`config.mk`:
```
export PLATFORM = sky130hd
export DESIGN_NAME = ns_rtc
export DESIGN_NICKNAME = d
export VERILOG_FILES = /design/src/rtl/ns_rtc_pkg.sv /design/src/rtl/ns_rtc_step.sv /design/src/rtl/ns_rtc_lo.sv /design/src/rtl/ns_rtc_hi.sv /design/src/rtl/ns_rtc.sv
export SDC_FILE = /design/constraint.sdc
export NUM_CORES = 1
export LEC_CHECK = 0
export BUFFER_PORTS_ARGS = -buffer_cell sky130_fd_sc_hd__clkbuf_2
export CORE_MARGIN = 10
export CORE_UTILIZATION = 35
export CTS_BUF_LIST = sky130_fd_sc_hd__clkbuf_8 sky130_fd_sc_hd__clkbuf_16
export DETAILED_ROUTE_END_ITERATION = 12
export HOLD_SLACK_MARGIN = 0.06
export SLEW_MARGIN = 20
export SYNTH_ARGS = -nofsm -noshare
export SYNTH_HDL_FRONTEND = slang
export SYNTH_SLANG_ARGS = --single-unit
```
`constraint.sdc`:
```
create_clock -name clk_i -period 8.85 [get_ports clk_i]
set_input_delay 0.4425 -clock clk_i [delete_from_list [all_inputs] [get_ports clk_i]]
set_output_delay 0.4425 -clock clk_i [all_outputs]
set_load 0.05 [all_outputs]
```
`src/rtl/ns_rtc_pkg.sv`:
```
package ns_rtc_pkg;
  typedef enum logic [1:0] {
    STEP_X1 = 2'b00,
    STEP_X2 = 2'b01,
    STEP_X4 = 2'b10,
    STEP_RSV = 2'b11
  } step_sel_e;

  localparam int unsigned NUM_SEL = 4;
endpackage

```
`src/rtl/ns_rtc_step.sv`:
```
module ns_rtc_step #(
  parameter int unsigned WIDTH    = 32,
  parameter int unsigned STEP_MAX = 128
) (
  input  logic [1:0]       sel_i,
  output logic [WIDTH-1:0] step_o
);
  import ns_rtc_pkg::*;

  logic [WIDTH-1:0] step_tbl [NUM_SEL];

  // Each select halves the step; the reserved code clamps to the finest one.
  for (genvar g = 0; g < NUM_SEL; g++) begin : g_tbl
    localparam int unsigned SHIFT = (g > 2) ? 2 : g;
    assign step_tbl[g] = WIDTH'(STEP_MAX >> SHIFT);
  end

  assign step_o = step_tbl[sel_i];
endmodule

```
`src/rtl/ns_rtc_lo.sv`:
```
module ns_rtc_lo #(
  parameter int unsigned WIDTH   = 32,
  parameter int unsigned WRAP_NS = 1000000000
) (
  input  logic             clk_i,
  input  logic             rst_ni,
  input  logic             adv_i,
  input  logic [WIDTH-1:0] step_i,
  input  logic             we_i,
  input  logic [WIDTH-1:0] wdata_i,
  output logic [WIDTH-1:0] cnt_o,
  output logic             carry_o
);
  localparam logic [WIDTH:0] WRAP_V = (WIDTH+1)'(WRAP_NS);

  logic [WIDTH-1:0] cnt_q, cnt_d;
  logic [WIDTH:0]   sum;
  logic             at_wrap;

  assign sum     = {1'b0, cnt_q} + {1'b0, step_i};
  assign at_wrap = (sum >= WRAP_V);
  assign carry_o = adv_i & at_wrap;

  always_comb begin
    cnt_d = cnt_q;
    if (we_i)          cnt_d = wdata_i;
    else if (adv_i)    cnt_d = at_wrap ? '0 : sum[WIDTH-1:0];
  end

  always_ff @(posedge clk_i or negedge rst_ni) begin
    if (!rst_ni) cnt_q <= '0;
    else         cnt_q <= cnt_d;
  end

  assign cnt_o = cnt_q;
endmodule

```
`src/rtl/ns_rtc_hi.sv`:
```
module ns_rtc_hi #(
  parameter int unsigned WIDTH = 32
) (
  input  logic             clk_i,
  input  logic             rst_ni,
  input  logic             inc_i,
  input  logic             we_i,
  input  logic [WIDTH-1:0] wdata_i,
  output logic [WIDTH-1:0] cnt_o
);
  logic [WIDTH-1:0] cnt_q;

  always_ff @(posedge clk_i or negedge rst_ni) begin
    if (!rst_ni)    cnt_q <= '0;
    else if (we_i)  cnt_q <= wdata_i;
    else if (inc_i) cnt_q <= cnt_q + 1'b1;
  end

  assign cnt_o = cnt_q;
endmodule

```
`src/rtl/ns_rtc.sv`:
```
module ns_rtc #(
  parameter int unsigned WIDTH    = 32,
  parameter int unsigned WRAP_NS  = 1000000000,
  parameter int unsigned STEP_MAX = 128
) (
  input  logic             clk_i,
  input  logic             rst_ni,
  input  logic             tick_i,
  input  logic [1:0]       step_sel_i,
  input  logic             ns_we_i,
  input  logic [WIDTH-1:0] ns_wdata_i,
  input  logic             sec_we_i,
  input  logic [WIDTH-1:0] sec_wdata_i,
  output logic [WIDTH-1:0] ns_o,
  output logic [WIDTH-1:0] sec_o
);
  logic [WIDTH-1:0] step;
  logic             adv;
  logic             carry;

  // Any write owns the cycle; the enable is dropped, not deferred.
  assign adv = tick_i & ~ns_we_i & ~sec_we_i;

  ns_rtc_step #(.WIDTH(WIDTH), .STEP_MAX(STEP_MAX)) u_step (
    .sel_i  (step_sel_i),
    .step_o (step)
  );

  ns_rtc_lo #(.WIDTH(WIDTH), .WRAP_NS(WRAP_NS)) u_lo (
    .clk_i   (clk_i),
    .rst_ni  (rst_ni),
    .adv_i   (adv),
    .step_i  (step),
    .we_i    (ns_we_i),
    .wdata_i (ns_wdata_i),
    .cnt_o   (ns_o),
    .carry_o (carry)
  );

  ns_rtc_hi #(.WIDTH(WIDTH)) u_hi (
    .clk_i   (clk_i),
    .rst_ni  (rst_ni),
    .inc_i   (carry),
    .we_i    (sec_we_i),
    .wdata_i (sec_wdata_i),
    .cnt_o   (sec_o)
  );
endmodule

```
# Word-level counts from Yosys, hierarchy flattened
# Cells that the tools add are included.
# totals
regBits	64
out_inout_bits	64
elab_cells	22
# classes
magnitude_cmp	2
mux	8
addsub	2
n_reduce_logical	2
bitwise	6
# ops
operator	count
2-to-1 mux 32 bit	7
binary-select mux 32 bit (select 2 bit)	1
adder 32 x 32 -> 33 bit	1
greater-or-equal comparator 33 x 30 -> 1 bit (second input constant)	1
adder 32 x 1 -> 32 bit (second input constant)	1
nonzero test 2 bit	2
AND 1 bit	3
greater-or-equal comparator 3 bit (second input constant)	1
NOT 2 -> 3 bit	1
NOT 1 bit	2

# Depth between registers and ports, before layout
# Gate-level depths: netlist of run 1.
# depth
depth_word	9
ltp_mapped	15
ltp_nobuf	12

# Modules after synthesis
# A second synthesis of run 1 with hierarchy kept.
# hier_totals
cells_unflattened	682
hier_area_um2	5581.6
# modules_own_cells
module	cells_each	seq_area_each_um2	n_inst	area_per_inst_um2
ns_rtc_lo	425	800.8	1	3412.0
ns_rtc_hi	223	800.8	1	1910.6
ns_rtc_step	33	0.0	1	246.5
ns_rtc	1	0.0	1	12.5

# Least setup slack after synthesis of run 1
# Ideal clock, no wire load.
# synth_timing
kind	reg2reg
startpoint	register u_lo.cnt_q[5], in the netlist u_lo.cnt_o[5]
endpoint	register u_hi.cnt_q[4], in the netlist u_hi.cnt_o[4]
required_ns	8.725
stages_incl_launch_ff	14
synth_period_minus_slack_ns	3.711
arrival_time_ns	3.587
slack_ns	5.139
cell_sequence	dfrtp_1 > ha_1 > inv_1 > fa_1 > nor2b_1 > o2111ai_1 > o22a_1 > a2111oi_4 > inv_2 > o211ai_4 > buf_2 > a21oi_1 > xor2_1 > mux2_2
# synth_via
elab_chain_len	4
# synth_rtl
item	line	source
from (decl)	ns_rtc_lo.sv:16	logic [WIDTH-1:0] cnt_q, cnt_d;
from (signal assigned)	ns_rtc_lo.sv:32	else cnt_q <= cnt_d;
adder 32 x 32 -> 33 bit	ns_rtc_lo.sv:20	assign sum = {1'b0, cnt_q} + {1'b0, step_i};
greater-or-equal comparator 33 x 30 -> 1 bit	ns_rtc_lo.sv:21	assign at_wrap = (sum >= WRAP_V);
AND 1 bit	ns_rtc_lo.sv:22	assign carry_o = adv_i & at_wrap;
nonzero test 2 bit (no line)	n/a	
to (signal assigned)	ns_rtc_hi.sv:15	else if (we_i) cnt_q <= wdata_i;
to (signal assigned)	ns_rtc_hi.sv:16	else if (inc_i) cnt_q <= cnt_q + 1'b1;
to (decl)	ns_rtc_hi.sv:11	logic [WIDTH-1:0] cnt_q;
# Every way passes these cells.
# A chain may end at the register's enable or synchronous reset.

# Final worst setup path of run 1
# layout_timing
startpoint	register u_lo.cnt_q[5], in the netlist u_lo.cnt_o[5]
endpoint	register u_lo.cnt_q[14], in the netlist u_lo.cnt_o[14]
# layout_via
elab_chain_len	5
# layout_rtl
item	line	source
adder 32 x 32 -> 33 bit *	ns_rtc_lo.sv:20	
greater-or-equal comparator 33 x 30 -> 1 bit	ns_rtc_lo.sv:21	
2-to-1 mux 32 bit * (2 in a row)	ns_rtc_lo.sv:27	else if (adv_i) cnt_d = at_wrap ? '0 : sum[WIDTH-1:0];
2-to-1 mux 32 bit *	ns_rtc_lo.sv:26	if (we_i) cnt_d = wdata_i;
# Mark *: on every way between the ends. The rest lies on a longest branch, timed or not. The select of a mux whose other input is x is not followed.

==> impl_metrics.py, run 1 <==
metrics = {
    "route": {
        "drtIter0Drc": 352,
        "routedWlPerCell_um": 18.50,
        "drc": 0,
        "antenna_left": 0,
        "drt_first_pass_iters": 5,
        "vias": 4519,
        "finalWirelength_mm": 14.89,
        "viasPerCell": 5.614,
    },
    "pwr": {
        "p_clk_share_pct": 36.2,
        "pwr-share-seq_pct": 35.0,
        "power.switching_uw": 388.9,
        "pwr-share-comb_pct": 28.8,
        "p_per_area_nw_per_um2": 184.8,
        "vdd_drop_max_mv": 0.1436,
        "leakage_nw": 2.347,
        "switching_share_pct": 37.06,
        "internal_power_uw": 660.4,
    },
    "synthesis": {
        "synth_fa_ha_area_share_pct": 1.517,
        "synth.most_common_cell": "dfrtp_1",
        "synth-seq-cells": 64,
        "synth_top_cell_area_share_pct": 34.67,
        "syn_inst": 516,
        "synthSimpleGateAreaFrac_pct": 20.42,
        "synthMuxAreaShare_pct": 3.088,
        "synth_top_family_by_area": "compound AO/OA/AOI/OAI gates",
        "synth_flop_cell": "dfrtp_1",
        "synthArstFlopShare_pct": 100.0,
        "synth_nets": 592,
        "synth-compound-area-share_pct": 28.85,
        "synth_xor_area_share_pct": 6.257,
        "yosys-top-cells-count": "64 x dfrtp_1, 51 x nand2_1, 28 x nand3_1, 28 x o21ai_0, 26 x clkbuf_1",
        "yosysWarnings": 0,
        "avgSynthCellArea_um2": 8.952,
        "yosysTopAreaCell": "dfrtp_1",
        "synth_edf_count": 0,
        "synth_cell_types": 61,
        "synth_area_leaders": "dfrtp_1 35%, nand2_1 4.1%, xnor2_1 3.8%",
        "synth_area_um2": 4619,
        "yosysSeqAreaShare_pct": 34.67,
    },
    "final_layout": {
        "final_nets": 704,
        "drive_gt1_share_pct": 28.44,
        "finish.utilization_pct": 44.45,
        "fin_area_um2": 5678,
        "antenna_cells": 0,
        "fill_cells": 1290,
        "area_delta_synth_final_pct": 22.91,
        "layoutNonFillerInstCount": 805,
    },
    "timing": {
        "clock_skew_ps": 6.812,
        "grt_setup_unrepaired": "false",
        "hold_ws_ps": 288.8,
        "finalHoldViolCount": 0,
        "finalSetupTns_ps": 0,
        "tightest_slew_ps": 1041,
        "final.period_utilization_pct": 48.78,
        "setup-violations-final": 0,
        "max_freq_ghz": 0.2317,
        "finalMaxSlewViolations": 0,
        "max_slew_margin_pct": 30.57,
        "final.min_clock_period_ps": 4317,
    },
    "clock_network": {
        "holdBufCountCts": 0,
        "post_cts_buffers": 0,
        "clock_latency_ps": 340,
        "clock_path_buffers": 2,
        "cts_root_buf": "clkbuf_16",
        "cts.sinks": 64,
        "cts_buffers": 9,
        "ctsResizeCount": 0,
        "path_clk_slew_ps": 50,
        "cts_max_level": 3,
        "cts_tree": "built",
    },
    "worst_setup_path": {
        "cp_cell_sequence": "ha_1 > inv_1 > fa_1 > nor2b_1 > o2111ai_1 > o22a_1 > a2111oi_4 > inv_2 > o211ai_4 > buf_4 > nand2_2 > o41ai_1 > o22a_1",
        "timing.rr.end": "u_lo.cnt_o[14]",
        "regToRegSetupSlack_ps": 4530,
        "arrival_ps": 4590,
        "path_class": "flip-flop to flip-flop",
        "cp_slowest_cell": "buf_4",
        "reg2reg_from": "u_lo.cnt_o[5]",
        "crit_required_ps": 9130,
        "crit_top_cell": "o22a_1",
        "reg2regPathDepth": 13,
        "cp-start-kind": "flip-flop",
        "critPathMaxFanout": 36,
        "end_kind": "flip-flop",
        "cp_slowest_stage_delay_ps": 520,
    },
    "global_routing": {
        "met1_usage_pct": 20.24,
        "grt_max_degree": 65,
        "grtUsageTotal_pct": 16.47,
        "grt_pass1_wl_mm": 24.57,
        "grt_util_met2_pct": 26.15,
        "grt_antenna_before_repair": 0,
        "grt_pass1_vias": 4671,
        "use_met3_pct": 6.269,
        "top_usage_layer": "met2",
        "grt_overflow_total": 0,
    },
    "worst_hold_path": {
        "hold_class": "input pin to async pin",
    },
    "run_status": {
        "status": "complete, no violations",
    },
    "placed_design": {
        "dpl-instance-area_um2": 5363,
        "dp_hpwl_mm": 10.86,
        "globalplace.congestion": 0.8895,
        "port_buffers": 134,
        "dpl.cell_count": 789,
    },
    "floorplan": {
        "dieArea_um2": 18190,
        "core_region_area_um2": 12770,
        "ioPinCount": 135,
        "fp.dieW_um": 134.9,
        "rows": 41,
        "die_y_um": 134.9,
        "initial_core_util_pct": 36.16,
    },
    "run": {
        "drv_cap": 0,
    },
}
-- kinds of logic (layout without fill, tap and decap cells) --
group	Yosys count	count (layout)
AO/OA/AOI/OAI	165	165
XOR/XNOR	33	33
adder cells (fa/ha/maj)	5	5
buffers and inverters	53	170
flip-flops	64	64
multiplexers	13	13
AND/OR/NAND/NOR	183	183
-- critical path: cells and delay by family, from the launching register on --
| kind | cells | cell delay, ps |
|---|---|---|
| AOI/OAI and AO/OA | 6 | 1860 |
| adders and majority gates | 2 | 590 |
| buffers and inverters | 3 | 670 |
| DFF | 1 | 380 |
| and+or+nand+nor | 2 | 730 |
-- worst max-delay path by stage --
stage                             start             end  slack (ps)  depth (start not counted)
final                     u_lo.cnt_o[5]  u_lo.cnt_o[14]        4530                         13
after global routing      u_lo.cnt_o[5]  u_lo.cnt_o[25]        4210                         13
after CTS                 u_lo.cnt_o[5]  u_lo.cnt_o[25]        4580                         13
after detailed placement  step_sel_i[1]  u_lo.cnt_o[25]        4430                         14
after global placement    step_sel_i[1]  u_lo.cnt_o[14]        4620                         14
after floorplan           u_lo.cnt_o[5]   u_hi.cnt_o[4]        5140                         13
-- placed cells by master (no fill, tap or decap), types with 13 or more instances in the layout --
master,instances
clkbuf_2,133
dfrtp_1,64
nand2_1,51
nand3_1,28
o21ai_0,28
nor2_1,22
xnor2_1,20
nor2b_1,18
a21oi_1,17
inv_1,16
o22a_1,14
a31oi_1,14
and3_1,13
xor2_1,13
-- registers in the layout, summed over array words and instances (netlist names) --
name,flops
u_hi.cnt_o,32
u_lo.cnt_o,32
-- layout make-up --
class / count / area (µm²) / share of cell area [%]
Multi-Input combinational cell: 399 / 2778 / 48.92
Sequential cell: 64 / 1602 / 28.21
Timing Repair Buffer: 140 / 715.7 / 12.60
Clock buffer: 10 / 239.0 / 4.209
Tap cell: 172 / 215.2 / 3.790
Clock inverter: 6 / 76.32 / 1.344
Inverter: 14 / 52.55 / 0.9255
-- power groups by stage --
stage               sequential, mW  combinational, mW  clock [mW]
floorplan                    0.460              0.123           0
global placement             0.369              0.301           0
detailed placement           0.371              0.304           0
CTS                          0.366              0.305       0.389
global route                 0.373              0.327       0.404
finish                       0.367              0.302       0.380
-- routing by layer --
layer,share of wire (%),routed length [µm]
met5,0,0
met4,1.3,187
met3,8.3,1243
met2,48,7104
met1,43,6354
-- metrics by stage --
step / setup slack (ps) / power, mW
final: 4533 / 1.049
after global routing: 4208 / 1.104
after CTS: 4580 / 1.061
after detailed placement: 4431 / 0.6748
after global placement: 4617 / 0.6702
after floorplan: 5139 / 0.5829
Power figures use the tool's default switching activity.
==> run 2: changes to the inputs <==
ABC_AREA = 1   (was default)
clock period = 4.1 ns   (was 8.85 ns; I/O delays follow)
==> impl_metrics.py, run 2 <==
metrics = {
    "final_layout": {
        "final_cell_mix": "294 x nand2_1, 133 x clkbuf_2, 64 x dfrtp_1, 59 x nand3_1",
        "finish.utilization_pct": 44.15,
        "fill_cells": 1516,
        "drive_gt1_share_pct": 23.77,
        "layoutNonFillerInstCount": 1072,
        "final_nets": 963,
        "layout_commonest_cell": "nand2_1",
        "area_delta_synth_final_pct": 23.06,
        "antenna_cells": 0,
    },
    "synthesis": {
        "synthArstFlopShare_pct": 100.0,
        "synth_area_um2": 5019,
        "synth_area_leaders": "dfrtp_1 32%, nand2_1 22%, nand3_1 5.9%",
        "synth-seq-cells": 64,
        "syn_inst": 760,
        "yosys-top-cells-count": "294 x nand2_1, 64 x dfrtp_1, 59 x nand3_1, 59 x nor2_1, 58 x inv_1",
        "yosysWarnings": 0,
        "synth_top_cell_area_share_pct": 31.91,
        "yosysTopAreaCell": "dfrtp_1",
        "avgSynthCellArea_um2": 6.603,
        "synth_edf_count": 0,
        "synth_flop_cell": "dfrtp_1",
        "synth.most_common_cell": "nand2_1",
        "yosysSeqAreaShare_pct": 31.91,
        "synth_cell_types": 37,
        "synth_nets": 836,
    },
    "timing": {
        "setup-violations-final": 0,
        "finalHoldViolCount": 0,
        "final.period_utilization_pct": 81.15,
        "hold_ws_ps": 75.21,
        "finalSetupTns_ps": 0,
        "max_freq_ghz": 0.3006,
        "final.min_clock_period_ps": 3327,
        "grt_setup_unrepaired": "false",
        "finalMaxSlewViolations": 0,
        "tightest_slew_ps": 724.4,
        "clock_skew_ps": 4.833,
        "max_slew_margin_pct": 51.71,
    },
    "worst_hold_path": {
        "hold_class": "input pin to flip-flop",
        "hold_depth": 3,
        "min-delay-start": "ns_wdata_i[3]",
        "min_to": "u_lo.cnt_o[3]",
    },
    "clock_network": {
        "path_clk_slew_ps": 60,
        "cts.sinks": 64,
        "post_cts_buffers": 0,
        "cts_max_level": 3,
        "cts_tree": "built",
        "cts_root_buf": "clkbuf_16",
        "clock_latency_ps": 350,
        "clock_path_buffers": 2,
        "ctsResizeCount": 0,
        "cts_buffers": 9,
    },
    "worst_setup_path": {
        "path_class": "flip-flop to flip-flop",
        "worstSetupStartpoint": "u_lo.cnt_o[5]",
        "crit_required_ps": 4390,
        "timing.rr.end": "u_hi.cnt_o[15]",
        "critPathBufInv": 3,
        "cp-start-kind": "flip-flop",
        "cp_top_family": "simple AND/OR/NAND/NOR gates",
        "reg2reg_from": "u_lo.cnt_o[5]",
        "cp_slowest_stage_delay_ps": 450,
        "regToRegSetupSlack_ps": 770,
        "end_kind": "flip-flop",
        "reg2regPathDepth": 19,
        "cp_cell_sequence": "ha_1 > inv_1 > fa_1 > inv_1 > nand3_1 > nand2_2 > nand2_4 > nor2_4 > nand2_1 > nand2_1 > nand2_1 > nor2_2 > nand3_1 > nor2_2 > nand3_4 > nand2_2 > buf_4 > nand3_1 > nand2_1",
        "crit_top_cell": "nand2_1",
        "cp_slowest_cell": "buf_4",
        "critPathMaxFanout": 37,
        "arrival_ps": 3610,
    },
    "pwr": {
        "p_per_area_nw_per_um2": 396.6,
        "leakage_nw": 3.087,
        "vdd_drop_max_mv": 0.1773,
    },
    "floorplan": {
        "ioPinCount": 135,
        "core_region_area_um2": 13990,
        "initial_core_util_pct": 35.88,
        "die_y_um": 139.7,
        "dieArea_um2": 19530,
        "rows": 43,
        "fp.dieW_um": 139.7,
    },
    "route": {
        "viasPerCell": 4.975,
        "antenna_left": 0,
        "drt_first_pass_iters": 5,
        "finalWirelength_mm": 16.45,
        "drtIter0Drc": 356,
        "drc": 0,
        "vias": 5333,
        "routedWlPerCell_um": 15.34,
    },
    "run_status": {
        "status": "complete, no violations",
    },
    "global_routing": {
        "grt_pass1_vias": 5482,
        "grt_pass1_wl_mm": 27.46,
        "grt_overflow_total": 0,
        "grt_antenna_before_repair": 0,
        "grt_max_degree": 50,
        "grtUsageTotal_pct": 16.90,
    },
    "placed_design": {
        "dpl.cell_count": 1051,
        "globalplace.congestion": 0.9306,
        "port_buffers": 134,
        "dp_hpwl_mm": 12.47,
    },
    "run": {
        "drv_cap": 0,
    },
}
[run 2: changes by cell type after synthesis, moves of 14 or more]
cell and change:
a21oi_1 -14, nand2_1 +243, o21ai_0 +17, o22a_1 -14
nand3_1 +31, nand3_2 +22, nor2b_1 -18, nor2_1 +37
nor2_2 +14, a22oi_1 +21, inv_1 +45
[run 2: tightest hold or removal path, delay by kind of cell]
| family | cells | cell delay [ps] |
|---|---|---|
| simple gates | 2 | 110 |
| buf+inv | 1 | 70 |
[run 2: timing repair]
| item | CTS | global route |
|---|---|---|
| hold buffers | 5 | 0 |
| setup endpoints to repair | 0 | 0 |
| hold endpoints to repair | 38 | 0 |
[run 2: area by class of cell]
cell class                      count  area (µm²)  share of cell area, %
Multi-Input combinational cell    605        3025                  48.99
Tap cell                          180       225.2                  3.647
Clock buffer                       10       239.0                  3.870
Timing Repair Buffer              145       768.2                  12.44
Clock inverter                      6       83.83                  1.357
Sequential cell                    64        1602                  25.93
Inverter                           62       232.7                  3.768
[run 2: power breakdown]
group | total (mW) | leakage [nW] | internal, mW | switching [mW]
Sequential | 0.839 | 0.793 | 0.708 | 0.130
Combinational | 0.765 | 2.14 | 0.208 | 0.557
Clock | 0.846 | 0.156 | 0.545 | 0.301
[run 2: through the flow]
step | worst slack [ps] | total power, mW | instance area (µm²)
after floorplan | 1135 | 1.387 | 5019
after global placement | 828.7 | 1.614 | 5801
after detailed placement | 730.6 | 1.619 | 5801
after CTS | 716.9 | 2.481 | 6173
after global routing | 363.6 | 2.592 | 6176
final | 772.9 | 2.449 | 6176
[run 2: kinds of logic after synthesis]
kind of cell / after synthesis / share of synthesized area (%)
and+or+nand+nor: 493 / 44.70
DFF: 64 / 31.91
AOI/OAI and AO/OA: 82 / 9.773
buffers and inverters: 91 / 7.853
adders and majority gates: 5 / 1.396
xor gates and xnor gates: 25 / 4.363
[run 2: how the worst max path moves through the flow]
stage	to	slack (ps)	cells after the start
global route	u_hi.cnt_o[17]	360	19
CTS	u_hi.cnt_o[4]	720	19
global placement	u_hi.cnt_o[8]	830	19
finish	u_hi.cnt_o[15]	770	19
detailed placement	u_hi.cnt_o[4]	730	19
floorplan	u_hi.cnt_o[23]	1140	19
[run 2: layer usage]
metal	wire [µm]	up-vias	part of all wire, %	global-route usage [%]
met5	0	-	0	0
met4	433	0	2.6	7.283
met3	949	29	5.8	4.117
met2	7764	153	47	27.74
met1	7301	2431	44	20.50
li1	-	2720	-	-
